--- src/rtl/idx_port_pkg.sv ---
package idx_port_pkg;

   localparam int unsigned SEL_W        = 3;
   localparam int unsigned CTRL_INC_BIT = 0;

   typedef enum logic [SEL_W-1:0] {
      SEL_PAGE   = 3'd0,
      SEL_OFS_HI = 3'd1,
      SEL_OFS_LO = 3'd2,
      SEL_DAT_HI = 3'd3,
      SEL_DAT_LO = 3'd4,
      SEL_CTRL   = 3'd5
   } port_sel_e;

   // one decoded bus access
   typedef struct packed {
      logic wr;      // register write
      logic rd_reg;  // register read (returned from a holding flop)
      logic rd_mem;  // data-port read (returned from memory)
      logic bsel;    // 0 = high byte, 1 = low byte
      logic step;    // candidate for auto-step
   } bus_op_t;

endpackage

--- src/rtl/idx_decode.sv ---
module idx_decode
   import idx_port_pkg::*;
(
   input  logic             cs,
   input  logic             rw,
   input  logic [SEL_W-1:0] sel,
   output bus_op_t          op
);

   always_comb begin
      op = '0;
      if (cs) begin
         if (!rw) begin
            op.wr = 1'b1;
         end else begin
            case (sel)
               SEL_DAT_HI: begin
                  op.rd_mem = 1'b1;
                  op.bsel   = 1'b0;
               end
               SEL_DAT_LO: begin
                  op.rd_mem = 1'b1;
                  op.bsel   = 1'b1;
                  op.step   = 1'b1;
               end
               default: op.rd_reg = 1'b1;
            endcase
         end
      end
   end

endmodule

--- src/rtl/idx_regs.sv ---
module idx_regs
   import idx_port_pkg::*;
#(
   parameter int unsigned PAGE_W  = 8,
   parameter int unsigned DATA_W  = 8,
   parameter int unsigned OFS_W   = 16,
   parameter bit          INC_OPT = 1'b1
) (
   input  logic              clk,
   input  logic              rst_n,
   input  bus_op_t           op,
   input  logic [SEL_W-1:0]  sel,
   input  logic [DATA_W-1:0] wdata,
   output logic [PAGE_W-1:0] page_q,
   output logic [OFS_W-1:0]  ofs_q,
   output logic              auto_inc
);

   localparam int unsigned HI_LSB = OFS_W - DATA_W;

   logic wr_page, wr_hi, wr_lo, wr_ctrl;

   assign wr_page = op.wr && (sel == SEL_PAGE);
   assign wr_hi   = op.wr && (sel == SEL_OFS_HI);
   assign wr_lo   = op.wr && (sel == SEL_OFS_LO);
   assign wr_ctrl = op.wr && (sel == SEL_CTRL);

   always_ff @(posedge clk or negedge rst_n) begin
      if (!rst_n) begin
         page_q <= '0;
      end else if (wr_page) begin
         page_q <= wdata[PAGE_W-1:0];
      end
   end

   always_ff @(posedge clk or negedge rst_n) begin
      if (!rst_n) begin
         ofs_q <= '0;
      end else if (wr_hi) begin
         ofs_q[OFS_W-1:HI_LSB] <= wdata;
      end else if (wr_lo) begin
         ofs_q[DATA_W-1:0] <= wdata;
      end else if (op.step && auto_inc) begin
         ofs_q <= ofs_q + OFS_W'(1);   // wraps inside the page
      end
   end

   generate
      if (INC_OPT) begin : g_inc
         logic inc_q;
         always_ff @(posedge clk or negedge rst_n) begin
            if (!rst_n) begin
               inc_q <= 1'b0;
            end else if (wr_ctrl) begin
               inc_q <= wdata[CTRL_INC_BIT];
            end
         end
         assign auto_inc = inc_q;
      end else begin : g_no_inc
         logic unused_ctrl;
         assign unused_ctrl = wr_ctrl;
         assign auto_inc    = 1'b0;
      end
   endgenerate

endmodule

--- src/rtl/idx_rdata.sv ---
module idx_rdata
   import idx_port_pkg::*;
#(
   parameter int unsigned PAGE_W = 8,
   parameter int unsigned DATA_W = 8,
   parameter int unsigned OFS_W  = 16
) (
   input  logic              clk,
   input  logic              rst_n,
   input  bus_op_t           op,
   input  logic [SEL_W-1:0]  sel,
   input  logic [PAGE_W-1:0] page_q,
   input  logic [OFS_W-1:0]  ofs_q,
   input  logic              auto_inc,
   input  logic [DATA_W-1:0] mem_rdata,
   output logic [DATA_W-1:0] rdata
);

   localparam int unsigned HI_LSB = OFS_W - DATA_W;

   logic [DATA_W-1:0] reg_val;
   logic [DATA_W-1:0] reg_q;
   logic              from_mem_q;

   always_comb begin
      reg_val = '0;
      case (sel)
         SEL_PAGE:   reg_val = DATA_W'(page_q);
         SEL_OFS_HI: reg_val = ofs_q[OFS_W-1:HI_LSB];
         SEL_OFS_LO: reg_val = ofs_q[DATA_W-1:0];
         SEL_CTRL:   reg_val[CTRL_INC_BIT] = auto_inc;
         default:    reg_val = '0;
      endcase
   end

   always_ff @(posedge clk or negedge rst_n) begin
      if (!rst_n) begin
         reg_q      <= '0;
         from_mem_q <= 1'b0;
      end else begin
         from_mem_q <= op.rd_mem;
         if (op.rd_reg) begin
            reg_q <= reg_val;
         end
      end
   end

   // data-port reads pass memory straight through: nothing is held here
   assign rdata = from_mem_q ? mem_rdata : reg_q;

endmodule

--- src/rtl/idx_word_port.sv ---
module idx_word_port
   import idx_port_pkg::*;
#(
   parameter int unsigned PAGE_W  = 8,
   parameter int unsigned DATA_W  = 8,
   parameter int unsigned OFS_W   = 16,
   parameter bit          INC_OPT = 1'b1,
   localparam int unsigned MEM_AW = PAGE_W + OFS_W + 1
) (
   input  logic              clk,
   input  logic              rst_n,
   input  logic              cpu_cs,
   input  logic              cpu_rw,
   input  logic [SEL_W-1:0]  cpu_sel,
   input  logic [DATA_W-1:0] cpu_wdata,
   output logic [DATA_W-1:0] cpu_rdata,
   output logic              mem_rd,
   output logic [MEM_AW-1:0] mem_addr,
   input  logic [DATA_W-1:0] mem_rdata
);

   generate
      if (OFS_W != 2 * DATA_W) begin : g_bad_ofs
         $error("idx_word_port: OFS_W must be two data bytes");
      end
      if (PAGE_W > DATA_W || PAGE_W == 0) begin : g_bad_page
         $error("idx_word_port: PAGE_W must fit one data byte");
      end
   endgenerate

   bus_op_t           op;
   logic [PAGE_W-1:0] page_q;
   logic [OFS_W-1:0]  ofs_q;
   logic              auto_inc;

   idx_decode u_dec (
      .cs  (cpu_cs),
      .rw  (cpu_rw),
      .sel (cpu_sel),
      .op  (op)
   );

   idx_regs #(
      .PAGE_W  (PAGE_W),
      .DATA_W  (DATA_W),
      .OFS_W   (OFS_W),
      .INC_OPT (INC_OPT)
   ) u_regs (
      .clk      (clk),
      .rst_n    (rst_n),
      .op       (op),
      .sel      (cpu_sel),
      .wdata    (cpu_wdata),
      .page_q   (page_q),
      .ofs_q    (ofs_q),
      .auto_inc (auto_inc)
   );

   idx_rdata #(
      .PAGE_W (PAGE_W),
      .DATA_W (DATA_W),
      .OFS_W  (OFS_W)
   ) u_rdata (
      .clk       (clk),
      .rst_n     (rst_n),
      .op        (op),
      .sel       (cpu_sel),
      .page_q    (page_q),
      .ofs_q     (ofs_q),
      .auto_inc  (auto_inc),
      .mem_rdata (mem_rdata),
      .rdata     (cpu_rdata)
   );

   assign mem_rd   = op.rd_mem;
   assign mem_addr = {page_q, ofs_q, op.bsel};

endmodule

--- config.mk ---
export PLATFORM = sky130hd
export DESIGN_NAME = idx_word_port
export DESIGN_NICKNAME = d
export VERILOG_FILES = /design/src/rtl/idx_port_pkg.sv /design/src/rtl/idx_decode.sv /design/src/rtl/idx_regs.sv /design/src/rtl/idx_rdata.sv /design/src/rtl/idx_word_port.sv
export SDC_FILE = /design/constraint.sdc
export NUM_CORES = 1
export LEC_CHECK = 0
export BUFFER_PORTS_ARGS = -buffer_cell sky130_fd_sc_hd__clkbuf_2
export CORE_MARGIN = 2
export CORE_UTILIZATION = 40
export CTS_CLUSTER_SIZE = 40
export DETAILED_ROUTE_END_ITERATION = 10
export GPL_TIMING_DRIVEN = 0
export PLACE_DENSITY = 0.72
export SLEW_MARGIN = 20
export SYNTH_ARGS = -nofsm -noshare
export SYNTH_HDL_FRONTEND = slang
export SYNTH_SLANG_ARGS = --single-unit
--- constraint.sdc ---
create_clock -name clk -period 1.6 [get_ports clk]
set_clock_uncertainty 0.1 [all_clocks]
set_input_delay 0.32 -clock clk [delete_from_list [all_inputs] [get_ports clk]]
set_output_delay 0.32 -clock clk [all_outputs]
set_load 0.05 [all_outputs]
* Yosys cells after proc, flatten, opt, wreduce, memory -nomap -nowiden *
Index checks and enable logic that the tools add are counted.

word-level totals
  register bits = 34
  latch bits = 0
  RAM bits = 0
  ROM bits = 0
  output and inout port bits = 34
  logic and storage cells = 38
  memories = 0

operators by class
  add/subtract/negate cells = 1
  multipliers = 0
  divide/modulo/power cells = 0
  $lt $le $gt $ge = 0
  equality and inequality tests = 6
  shift operators = 0
  multiplexer cells = 13
  bitwise gates (word level) = 1
  reductions and logical operators = 11

operators with widths
  cell                                                   count
  2-to-1 mux 8 bit                                       4
  case mux 7 bit (3 select lines)                        1
  adder 16 x 1 -> 16 bit, second input constant          1
  2-to-1 mux 16 bit                                      1
  == test 3 x 2 -> 1 bit, second input constant          2
  == test 3 bit, second input constant                   2
  logical AND 1 bit                                      5
  2-to-1 mux 5 bit                                       1
  2-to-1 mux 4 bit                                       1
  case mux 1 bit (4 select lines)                        1
  case mux 2 bit (2 select lines)                        1
  AND reduction 2 bit                                    2
  nonzero test 2 bit                                     2
  == test 3 x 1 -> 1 bit, second input constant          1
  logical NOT 3 bit                                      1
  2-to-1 mux 1 bit                                       3
  inequality test 2 x 1 -> 1 bit, second input constant  1
  OR reduction 2 bit                                     1
  NOT 1 bit                                              1

* Logic depth before layout (Yosys ltp) *
Gate-level depths: netlist of the first run.

  depth after elaboration = 9
  mapped depth = 6
  mapped depth without buffers = 5

* By module *
A second synthesis of the first run with hierarchy kept.

unflattened totals
  cell total of the unflattened synthesis = 223
  area, all modules = 2118.3 µm²

modules (own cells, without submodules)
  module      times used  cells each  area an instance (µm²)  sequential area each (µm²)
  idx_regs    1           146         1450.1                  625.6
  idx_rdata   1           69          616.8                   225.2
  idx_decode  1           8           51.3                    0.0

* Least setup slack after synthesis of the first run *
No wires, ideal clock.

  path type = register to register
  start point = register u_regs.ofs_q[0]
  end point = register u_regs.ofs_q[12]
  setup time = 79 ps
  data arrival time = 1938 ps
  data required time = 1421 ps
  setup slack = -518 ps
  cell stages (with the launch flop) = 6
  period minus slack after synthesis = 2118 ps
  cell sequence = dfrtp_1 ha_1 nand4_1 or4_4 nor2_2 mux2i_1

between the ends
  longest elaborated chain between the ends = 4

RTL lines
  item                              line            text
  start: declaration                idx_regs.sv:15  output logic [OFS_W-1:0] ofs_q,
  start signal: indexed assignment  idx_regs.sv:40  ofs_q[OFS_W-1:HI_LSB] <= wdata;
  start signal: indexed assignment  idx_regs.sv:42  ofs_q[DATA_W-1:0] <= wdata;
  start signal: assignment          idx_regs.sv:44  ofs_q <= ofs_q + OFS_W'(1);
  adder 16 x 1 -> 16 bit            idx_regs.sv:44
  2-to-1 mux 16 bit                 idx_regs.sv:43  end else if (op.step && auto_inc) begin
  2-to-1 mux 8 bit                  idx_regs.sv:41  end else if (wr_lo) begin
  2-to-1 mux 8 bit                  idx_regs.sv:39  end else if (wr_hi) begin

Every way passes these cells. The select of a mux whose other input is x is not followed.
A chain may end at the register's enable or synchronous reset.

* Final worst setup path of the first run *
  start point = register u_rdata.from_mem_q
  end point = output port cpu_rdata[4]

between the ends
  longest elaborated chain between the ends = 1

RTL lines
  item                      line                 text
  start: declaration        idx_rdata.sv:23      logic from_mem_q;
  start signal: assignment  idx_rdata.sv:41      from_mem_q <= op.rd_mem;
  2-to-1 mux 8 bit          idx_rdata.sv:49      assign rdata = from_mem_q ? mem_rdata : reg_q;
  end: declaration          idx_word_port.sv:16  output logic [DATA_W-1:0] cpu_rdata,

Every way passes these cells.

==> reports/metrics.cfg, run 1 <==
[run_status]
outcome = finished, violations left
violations = negative setup slack

[synth]
synthesis.area_um2 = 2113
synth_top_area_share_pct = 40.26
synthArstFlopShare_pct = 100.0
synth_cells = 212
synth-xor-area-share_pct = 0
ys_ff_latch = 34
yosys_most_used_dff = dfrtp_1
synth-edff-count = 0
synth-compound-area-share_pct = 18.41
synth_adder_area_share_pct = 0.5921
ys_warn_count = 0
synth_common_cells = dfrtp_1 (34), mux2_2 (17), nand2_1 (17)
synth_most_common_cell = dfrtp_1
synthMuxAreaShare_pct = 15.69
synth.area.top_cells = dfrtp_1 (40%), mux2_2 (9.1%), mux2i_1 (6.6%), o21ai_0 (3.1%), nand2_1 (3.0%)
syn-num-nets = 236
postSynthAreaPerCell_um2 = 9.968
synth_top_family_by_area = simple AND/OR/NAND/NOR gates
synth.distinct_cells = 50
synth_top_area_cell = dfrtp_1
synthSimpleGateAreaFrac_pct = 21.55
synth-seq-area-share_pct = 40.26

[finish]
nets = 318
design_area_um2 = 3044
drive_above_1_share_pct = 49.83
fin_util_pct = 59.60
syn2layout_area_growth_pct = 44.05
antenna_cells = 0

[worst_setup_path]
crit_required_ps = 1180
cp_slowest_cell = dfrtp_2
critPathTopFamily = flip-flops
crit_type = flop to primary output
path_max_fanout = 8
max_stage_delay_ps = 520
end_kind = primary output
path_buf_inv = 1
start_kind = flop
cp.arrival_ps = 1320
crit_chain = mux2_4 > buf_8

[cts]
cts_hold_buf = 0
cts_tree = built
clock_path_buffers = 2
htreeDepth = 2
cts.clk_slew.worst_paths_ps = 70
clock-sinks = 34
clock_latency_ps = 290
cts_buffers = 5
cts_root_buffer = clkbuf_8

[power]
total_power_mw = 3.974
power.leakage_nw = 1.353
vdd_drop_max_mv = 0.8904
powerDensity_nw_per_um2 = 1305

[placed_design]
hpwl_um = 4166
gp_congestion = 0.9234
portBuffers = 54
place_area_um2 = 2532

[global_routing]
grt_max_degree = 35
busiest_layer = met2
grt_usage_pct = 21.42
gr-usage-met1_pct = 28.50
antenna_found_initial = 0
overflow = 0
grt.met2_usage_pct = 32.72
grt_pass1_vias = 2007
grt_pass1_wl_um = 9991
grtUsageMet3_pct = 6.706

[floorplanning]
rows = 26
die_h_um = 76.69
initial_core_util_pct = 41.38
dieArea_um2 = 5881
die_w_um = 76.69
ios = 57
fp.coreArea_um2 = 5107

[min_path]
hp-class = input pin to asynchronous set/reset pin

[sta]
grt_setup_unrepaired = yes
timing.fmax_mhz = 574.9
finalMaxSlewViolations = 0
final.min_clock_period_ps = 1739
finalHoldWorstSlack_ps = 30.29
worst_pin_slew_ps = 864.8
max_slew_margin_pct = 42.35
final-hold-violation-count = 0
fin_ws_ps = -139.4
fin_crit_sh_pct = 108.7
setup_viol = 11

[detailed_routing]
drt_iter0_drc = 183
routed_via_density = 5.800
routed_wl_um = 6241
firstDrtPassIters = 4
wl_per_cell_um = 17.10
dr_total_vias = 2117
postRouteAntennaNets = 0
post-route-drc-count = 0

[job]
drv_cap = 0

flip-flops by register name, summed over array words and instances (netlist names):
| register | flops |
|---|---|
| u_regs.auto_inc | 1 |
| u_rdata.reg_q | 8 |
| u_regs.page_q | 8 |
| u_regs.ofs_q | 16 |
| u_rdata.from_mem_q | 1 |
cells in the final DEF, fill, tap and decap left out, types with 4 or more instances in the layout:
cell / netlist / final
buf_8: 0 / 11
buf_4: 1 / 20
a21oi_1: 6 / 5
inv_1: 5 / 5
buf_6: 1 / 7
clkbuf_8: 0 / 8
clkbuf_2: 0 / 41
mux2i_1: 14 / 14
nor2_1: 9 / 6
o21ai_1: 5 / 5
a22o_1: 7 / 7
dfrtp_1: 34 / 20
o21ai_0: 13 / 12
nor2_2: 2 / 4
nand2_2: 2 / 4
nand4_1: 7 / 7
nand2_1: 17 / 15
a221o_1: 4 / 4
mux2_4: 0 / 8
mux2_2: 17 / 9
a2bb2oi_1: 4 / 4
nand3_1: 7 / 6
dfrtp_2: 0 / 14
area by class of cell:
type,instances,area [um^2]
repair buffers,76,563.0
flip-flops and latches,34,868.3
well taps,70,87.58
fillers,432,2063
plain buffers,9,66.31
inverters,5,18.77
clock buffers,8,110.1
multi-input cells,163,1330
path summary, 6_finish.rpt:
path                                                end                          from  cells after the start  slack, ps
max in group asynchronous   u_regs.ofs_q[0]$_DFFE_PN0P_                         rst_n                      1        770
max reg2reg                u_regs.ofs_q[12]$_DFFE_PN0P_   u_regs.ofs_q[0]$_DFFE_PN0P_                      5        -70
min reg2reg                u_rdata.reg_q[3]$_DFFE_PN0P_  u_rdata.reg_q[3]$_DFFE_PN0P_                      1        410
min in group clk           u_regs.page_q[3]$_DFFE_PN0P_                  cpu_wdata[3]                      2        210
max                                        cpu_rdata[4]  u_rdata.from_mem_q$_DFF_PN0_                      2       -140
min                        u_rdata.from_mem_q$_DFF_PN0_                         rst_n                      1         30
worst reg2reg max path: stages (launching register included):
cell     delay (ps)
dfrtp_2         420
ha_4            150
nand4_1         140
or4_4           500
nor2_4          120
mux2i_1         170
layer usage:
layer / wire, um / up-vias
met3: 447 / 11
met1: 2669 / 1025
met4: 123 / 0
li1: - / 973
met5: 0 / -
met2: 3000 / 108
logic make-up (layout without fill, tap and decap cells):
logic type / after synthesis / in the layout
AO/OA/AOI/OAI: 55 / 55
adder cells (fa/ha/maj): 1 / 1
buffers and inverters: 15 / 98
flip-flops: 34 / 34
multiplexers: 31 / 31
AND/OR/NAND/NOR: 76 / 76
where the power goes:
group	internal (mW)	total [mW]	switching, mW
combinational	0.712	1.90	1.19
clock	0.435	0.759	0.324
sequential	1.07	1.31	0.246
total	2.21	3.97	1.76
metrics by stage:
stage | setup slack (ps) | setup TNS [ps] | std cells
after global routing | -180.3 | -1785 | 365
final | -139.4 | -1155 | 365
after detailed placement | -360.0 | -9804 | 336
after floorplan | -179.8 | -858.9 | 212
after CTS | -115.8 | -1007 | 358
after global placement | -418.9 | -10560 | 336
repair_timing:
item                                    in CTS  in global routing
gates resized for setup                     31                 37
pin swaps                                    3                  5
endpoints found under the setup margin      31                 25
cloned                                       0                  0
setup buffers                               15                  7
Note: power is estimated with default switching activity, not from simulation.
==> run 2: changes to the inputs <==
--- a/config.mk
+++ b/config.mk
@@ -11,7 +11,7 @@
 export CTS_CLUSTER_SIZE = 40
 export DETAILED_ROUTE_END_ITERATION = 10
 export GPL_TIMING_DRIVEN = 0
-export PLACE_DENSITY = 0.72
+export PLACE_DENSITY = 0.7
 export SLEW_MARGIN = 20
 export SYNTH_ARGS = -nofsm -noshare
 export SYNTH_HDL_FRONTEND = slang
==> constraint.sdc (replaced) <==
create_clock -name clk -period 1.9 [get_ports clk]
set_clock_uncertainty 0.1 [all_clocks]
set_input_delay 0.38 -clock clk [delete_from_list [all_inputs] [get_ports clk]]
set_output_delay 0.38 -clock clk [all_outputs]
set_load 0.05 [all_outputs]
==> run 2 against run 1 <==
  * The flow now finishes without violations
  * First-iteration DRC count is 48% lower
  * Cell area is 14% lower
  * Core utilization is 8.3 points lower
  * Non-clock buffer count is 20 lower
  * Sequential share of layout area is 4.2 points higher
  * Critical path depth stayed put
  * Setup slack better by 200 ps
  * Cell count is 5.5% lower
  * Clock power is 25% lower
  * Die area stayed put
  * Global-route usage is 1.1 points lower
  * Sequential power is 15% lower
  * Critical endpoint is now cpu_rdata[5]
  * Largest power group unchanged
==> reports/metrics.cfg, run 2 (same netlist as run 1, synthesis figures left out) <==
[detailed_routing]
routed_via_density = 5.614  ; was 5.800
firstDrtPassIters = 4  ; unchanged
post-route-drc-count = 0  ; unchanged
wl_per_cell_um = 16.57  ; was 17.10 um
postRouteAntennaNets = 0  ; unchanged
routed_wl_um = 5715  ; was 6241 um
drt_iter0_drc = 96  ; was 183
dr_total_vias = 1937  ; was 2117

[finish]
largest_register_ffs = 16  ; unchanged
top_regs = u_regs.ofs_q (16), u_rdata.reg_q (8), u_regs.page_q (8)  ; unchanged
final_common_cell = clkbuf_2  ; unchanged
nets = 298  ; was 318
regMostFlops = u_regs.ofs_q  ; unchanged
antenna_cells = 0  ; unchanged
fin_util_pct = 51.35  ; was 59.60%
drive_above_1_share_pct = 39.27  ; was 49.83%
final_cell_mix = clkbuf_2 (53), dfrtp_1 (29), mux2_2 (17), nand2_1 (17), mux2i_1 (14)  ; was clkbuf_2 (41), buf_4 (20), dfrtp_1 (20)
design_area_um2 = 2623  ; was 3044 um^2
syn2layout_area_growth_pct = 24.10  ; was 44.05%

[worst_setup_path]
cp.arrival_ps = 1360  ; was 1320 ps
crit_chain = mux2_2 > clkbuf_2  ; was mux2_4 > buf_8
end_kind = primary output  ; unchanged
path_max_fanout = 8  ; unchanged
crit_type = flop to primary output  ; unchanged
max_stage_delay_ps = 470  ; was 520 ps
start_kind = flop  ; unchanged
cp_slowest_cell = dfrtp_2  ; unchanged
crit_required_ps = 1420  ; was 1180 ps

[sta]
finalHoldWorstSlack_ps = 85.87  ; was 30.29 ps
final-hold-violation-count = 0  ; unchanged
final.min_clock_period_ps = 1839
max_slew_margin_pct = 42.77  ; was 42.35%
setup_viol = 0  ; was 11
grt_setup_unrepaired = yes  ; unchanged
fin_crit_sh_pct = 96.80
fin_ws_ps = 60.72  ; was -139.4 ps
timing.fmax_mhz = 543.7
finalMaxSlewViolations = 0  ; unchanged
fin_tns_setup_ps = 0  ; was -1155 ps
worst_pin_slew_ps = 858.5  ; was 864.8 ps

[power]
power.leakage_nw = 1.152  ; was 1.353 nW
powerDensity_nw_per_um2 = 1125  ; was 1305 nW/um^2
vdd_drop_max_mv = 0.6520  ; was 0.8904 mV

[global_routing]
grt_max_degree = 35  ; unchanged
antenna_found_initial = 0  ; unchanged
overflow = 0  ; unchanged
grt_usage_pct = 20.30  ; was 21.42%
grt_pass1_vias = 1824  ; was 2007
grt_pass1_wl_um = 9377  ; was 9991 um

[cts]
clock_path_buffers = 2  ; unchanged
clock-sinks = 34  ; unchanged
cts.clk_slew.worst_paths_ps = 70  ; about the same
cts_buffers = 5  ; unchanged
clock_latency_ps = 300  ; was 290 ps
cts_tree = built  ; unchanged
htreeDepth = 2  ; unchanged
cts_root_buffer = clkbuf_8  ; unchanged

[placed_design]
dp_slack_ps = -208.0  ; was -360.0 ps
gp_congestion = 0.8143  ; was 0.9234
place_area_um2 = 2491  ; was 2532 um^2
portBuffers = 54  ; unchanged
hpwl_um = 4228  ; was 4166 um

[floorplanning]
rows = 26  ; unchanged
fp.coreArea_um2 = 5107  ; unchanged
die_w_um = 76.69  ; unchanged
initial_core_util_pct = 41.38  ; unchanged
ios = 57  ; unchanged
dieArea_um2 = 5881  ; unchanged
die_h_um = 76.69  ; unchanged

[min_path]
hp-class = input pin to asynchronous set/reset pin  ; unchanged

[run_status]
outcome = completed  ; was finished, violations left

[job]
drv_cap = 0  ; unchanged

[run 2: metrics by stage]
step | instances | power [mW]
after floorplan | 212 | 2.020
after global placement | 336 | 2.345
after detailed placement | 336 | 2.367
after CTS | 343 | 2.927
after global routing | 345 | 3.094
final | 345 | 2.949
[run 2: cell type report]
| class | count | area, um^2 |
|---|---|---|
| plain buffers | 9 | 51.30 |
| clock buffers | 7 | 86.33 |
| clock inverters | 1 | 5.005 |
| fillers | 481 | 2485 |
| inverters | 5 | 18.77 |
| multi-input cells | 163 | 1231 |
| flip-flops and latches | 34 | 857.1 |
| well taps | 70 | 87.58 |
| repair buffers | 56 | 285.3 |
[run 2: repair_timing]
action,in CTS,in global routing
pin swaps,0,1
endpoints found under the setup margin,8,7
resized for setup,1,6
hold buffers,0,0
buffers inserted,0,2
[run 2: power by group]
| part | switching [mW] | leakage, nW | internal (mW) | total [mW] |
|---|---|---|---|---|
| registers | 0.218 | 0.424 | 0.890 | 1.11 |
| logic | 0.893 | 0.679 | 0.379 | 1.27 |
| clock network | 0.276 | 0.0482 | 0.292 | 0.569 |
[run 2: worst paths after layout]
path / start / endpoint / slack (ps) / cells after the start
setup / recovery: u_rdata.from_mem_q$_DFF_PN0_ / cpu_rdata[5] / 60 / 2
hold / removal: rst_n / u_rdata.reg_q[3]$_DFFE_PN0P_ / 90 / 1
setup reg to reg: u_regs.auto_inc$_DFFE_PN0P_ / u_regs.ofs_q[0]$_DFFE_PN0P_ / 130 / 4
hold reg to reg: u_rdata.reg_q[2]$_DFFE_PN0P_ / u_rdata.reg_q[2]$_DFFE_PN0P_ / 400 / 1
max in group asynchronous: rst_n / u_regs.ofs_q[0]$_DFFE_PN0P_ / 1020 / 1
min in group clk: cpu_wdata[3] / u_regs.page_q[3]$_DFFE_PN0P_ / 260 / 2
[run 2: per-layer routing]
layer | vias to the layer above | routed length, um | GRT usage (%) | part of all wire, %
met2 | 69 | 2711 | 30.88 | 47
met1 | 925 | 2572 | 28.71 | 45
met3 | 10 | 346 | 3.647 | 6.1
met5 | - | 0 | 0 | 0
li1 | 933 | - | - | -
met4 | 0 | 85 | 8.000 | 1.5
[run 2: critical path: cells and delay by family (launching register included)]
kind	cells	cell delay (ps)
buffers and inverters	1	240
DFF	1	470
muxes	1	360
==> run 3: changes to the inputs <==
--- a/config.mk
+++ b/config.mk
@@ -6,7 +6,7 @@
 export NUM_CORES = 1
 export LEC_CHECK = 0
 export BUFFER_PORTS_ARGS = -buffer_cell sky130_fd_sc_hd__clkbuf_2
-export CORE_MARGIN = 2
+export CORE_MARGIN = 8
 export CORE_UTILIZATION = 40
 export CTS_CLUSTER_SIZE = 40
 export DETAILED_ROUTE_END_ITERATION = 10
==> constraint.sdc (replaced) <==
create_clock -name clk -period 1.9 [get_ports clk]
set_clock_uncertainty 0.1 [all_clocks]
set_input_delay 0.095 -clock clk [delete_from_list [all_inputs] [get_ports clk]]
set_output_delay 0.095 -clock clk [all_outputs]
set_load 0.05 [all_outputs]
==> run 3 against run 2 <==
  * Global-route usage decreased by 3.3 points
  * Clock power increased by 47%
  * Critical path type is now flop to flop
  * Critical endpoint is now u_regs.ofs_q[12]$_DFFE_PN0P_
  * Critical path depth increased by 3
  * Largest cell class unchanged
  * Register-to-register slack got worse by 30 ps
  * Routed wire length increased by 14%
==> reports/metrics.cfg, run 3 (same netlist as run 1, synthesis figures left out) <==
[power]
vdd_drop_max_mv = 0.5660  ; was 0.6520 mV
power.leakage_nw = 1.222  ; was 1.152 nW
powerDensity_nw_per_um2 = 1191  ; was 1125 nW/um^2

[sta]
fin_ws_ps = 97.45  ; was 60.72 ps
grt_setup_unrepaired = yes  ; unchanged
final.min_clock_period_ps = 1803  ; was 1839 ps
finalMaxSlewViolations = 0  ; unchanged
worst_pin_slew_ps = 867.6  ; was 858.5 ps
fin_tns_setup_ps = 0  ; unchanged
final-hold-violation-count = 0  ; unchanged
timing.fmax_mhz = 554.8  ; was 543.7 MHz
finalHoldWorstSlack_ps = 14.22  ; was 85.87 ps
fin_crit_sh_pct = 94.87  ; was 96.80%
max_slew_margin_pct = 42.16  ; was 42.77%
setup_viol = 0  ; unchanged

[finish]
regMostFlops = u_regs.ofs_q  ; unchanged
antenna_cells = 0  ; unchanged
design_area_um2 = 2768  ; was 2623 um^2
fillers = 476  ; was 481
final_cell_mix = clkbuf_2 (54), dfrtp_1 (30), mux2_2 (17), nand2_1 (17), mux2i_1 (14)  ; was clkbuf_2 (53), dfrtp_1 (29), mux2_2 (17), nand2_1 (17), mux2i_1 (14)
largest_register_ffs = 16  ; unchanged
drive_above_1_share_pct = 37.63  ; was 39.27%
top_regs = u_regs.ofs_q (16), u_rdata.reg_q (8), u_regs.page_q (8)  ; unchanged
syn2layout_area_growth_pct = 30.96  ; was 24.10%
fin_util_pct = 54.19  ; was 51.35%
final_common_cell = clkbuf_2  ; unchanged
nets = 310  ; was 298

[floorplanning]
die_h_um = 88.69  ; was 76.69 um
ios = 57  ; unchanged
initial_core_util_pct = 41.38  ; unchanged
rows = 26  ; unchanged
fp.coreArea_um2 = 5107  ; unchanged
die_w_um = 88.69  ; was 76.69 um
dieArea_um2 = 7865  ; was 5881 um^2

[global_routing]
grt_usage_pct = 16.98  ; was 20.30%
grt_pass1_vias = 2069  ; was 1824
grt_pass1_wl_um = 10400  ; was 9377 um
grt_max_degree = 35  ; unchanged
overflow = 0  ; unchanged
antenna_found_initial = 0  ; unchanged

[worst_setup_path]
end_kind = flop  ; was primary output
startpoint = u_regs.ofs_q[1]$_DFFE_PN0P_  ; was u_rdata.from_mem_q$_DFF_PN0_
r2r_end = u_regs.ofs_q[12]$_DFFE_PN0P_  ; was u_regs.ofs_q[0]$_DFFE_PN0P_
crit_path_end = u_regs.ofs_q[12]$_DFFE_PN0P_  ; was cpu_rdata[5]
crit_required_ps = 2020  ; was 1420 ps
regToRegSetupSlack_ps = 100  ; was 130 ps
cp.arrival_ps = 1920  ; was 1360 ps
rr_startpoint = u_regs.ofs_q[1]$_DFFE_PN0P_  ; was u_regs.auto_inc$_DFFE_PN0P_
path_max_fanout = 7  ; was 8
start_kind = flop  ; unchanged
crit_type = flop to flop  ; was flop to primary output
r2r_cells = 5  ; was 4

[cts]
htreeDepth = 2  ; unchanged
clock_path_buffers = 2  ; unchanged
cts_root_buffer = clkbuf_8  ; unchanged
cts_tree = built  ; unchanged
clock-sinks = 34  ; unchanged
cts.clk_slew.worst_paths_ps = 70  ; about the same
clock_latency_ps = 290  ; was 300 ps
cts_buffers = 5  ; unchanged

[detailed_routing]
routed_via_density = 5.594  ; was 5.614
dr_total_vias = 1997  ; was 1937
post-route-drc-count = 0  ; unchanged
postRouteAntennaNets = 0  ; unchanged
drt_iter0_drc = 143  ; was 96
firstDrtPassIters = 4  ; unchanged
routed_wl_um = 6491  ; was 5715 um
wl_per_cell_um = 18.18  ; was 16.57 um

[job]
drv_cap = 0  ; unchanged

[min_path]
hp-class = input pin to flop  ; was input pin to asynchronous set/reset pin

[placed_design]
portBuffers = 54  ; unchanged
dp_slack_ps = 22.98  ; was -208.0 ps
gp_congestion = 0.8919  ; was 0.8143
hpwl_um = 4832  ; was 4228 um
place_area_um2 = 2489  ; was 2491 um^2

[run_status]
outcome = completed  ; unchanged

## run 3: layer usage
layer | part of all wire [%] | global-route usage [%] | up-vias
li1 | - | - | 957
met1 | 44 | 20.98 | 974
met2 | 49 | 29.38 | 59
met3 | 6.2 | 3.435 | 7
met4 | 0.79 | 3.687 | 0
met5 | 0 | 0 | -
## run 3: report_power, final
part / internal, mW / switching, mW
Combinational: 0.427 / 0.936
Sequential: 0.890 / 0.207
Clock: 0.560 / 0.274
## run 3: layout make-up
| type | instances | area [um^2] | share of cell area (%) |
|---|---|---|---|
| Clock inverter | 2 | 60.06 | 2.170 |
| Inverter | 5 | 18.77 | 0.6781 |
| Timing Repair Buffer | 67 | 387.9 | 14.01 |
| Sequential cell | 34 | 855.8 | 30.92 |
| Multi-Input combinational cell | 163 | 1220 | 44.08 |
| Clock buffer | 6 | 82.58 | 2.984 |
| Buffer | 10 | 55.05 | 1.989 |
| Tap cell | 70 | 87.58 | 3.165 |
## run 3: worst min path at each step
stage,endpoint,slack (ps),cells past startpoint,from
after detailed placement,u_rdata.from_mem_q$_DFF_PN0_,150,1,rst_n
after CTS,u_regs.page_q[6]$_DFFE_PN0P_,6,2,cpu_wdata[6]
after global routing,u_regs.page_q[6]$_DFFE_PN0P_,20,2,cpu_wdata[6]
final,u_regs.page_q[6]$_DFFE_PN0P_,10,2,cpu_wdata[6]
after floorplan,u_rdata.from_mem_q$_DFF_PN0_,-300,0,rst_n
after global placement,u_rdata.from_mem_q$_DFF_PN0_,140,1,rst_n
## run 3: worst max-delay path, stage by stage, from the launching register on
cell	delay (ps)
dfrtp_2	440
ha_4	180
nand4_1	140
or4_4	550
nor2_2	140
mux2i_1	180
## run 3: stage by stage
step / power (mW) / instances
6_report: 3.295 / 357
5_1_grt: 3.459 / 357
4_1_cts: 3.238 / 352
3_5_place_dp: 2.392 / 336
3_3_place_gp: 2.361 / 336
2_1_floorplan: 2.020 / 212
## run 3: repair_timing
item                                    CTS  global route
hold buffers                              8             0
buffers inserted                          0             5
endpoints found under the setup margin    1             9
resized for setup                         1             3
endpoints found under the hold margin    42             0
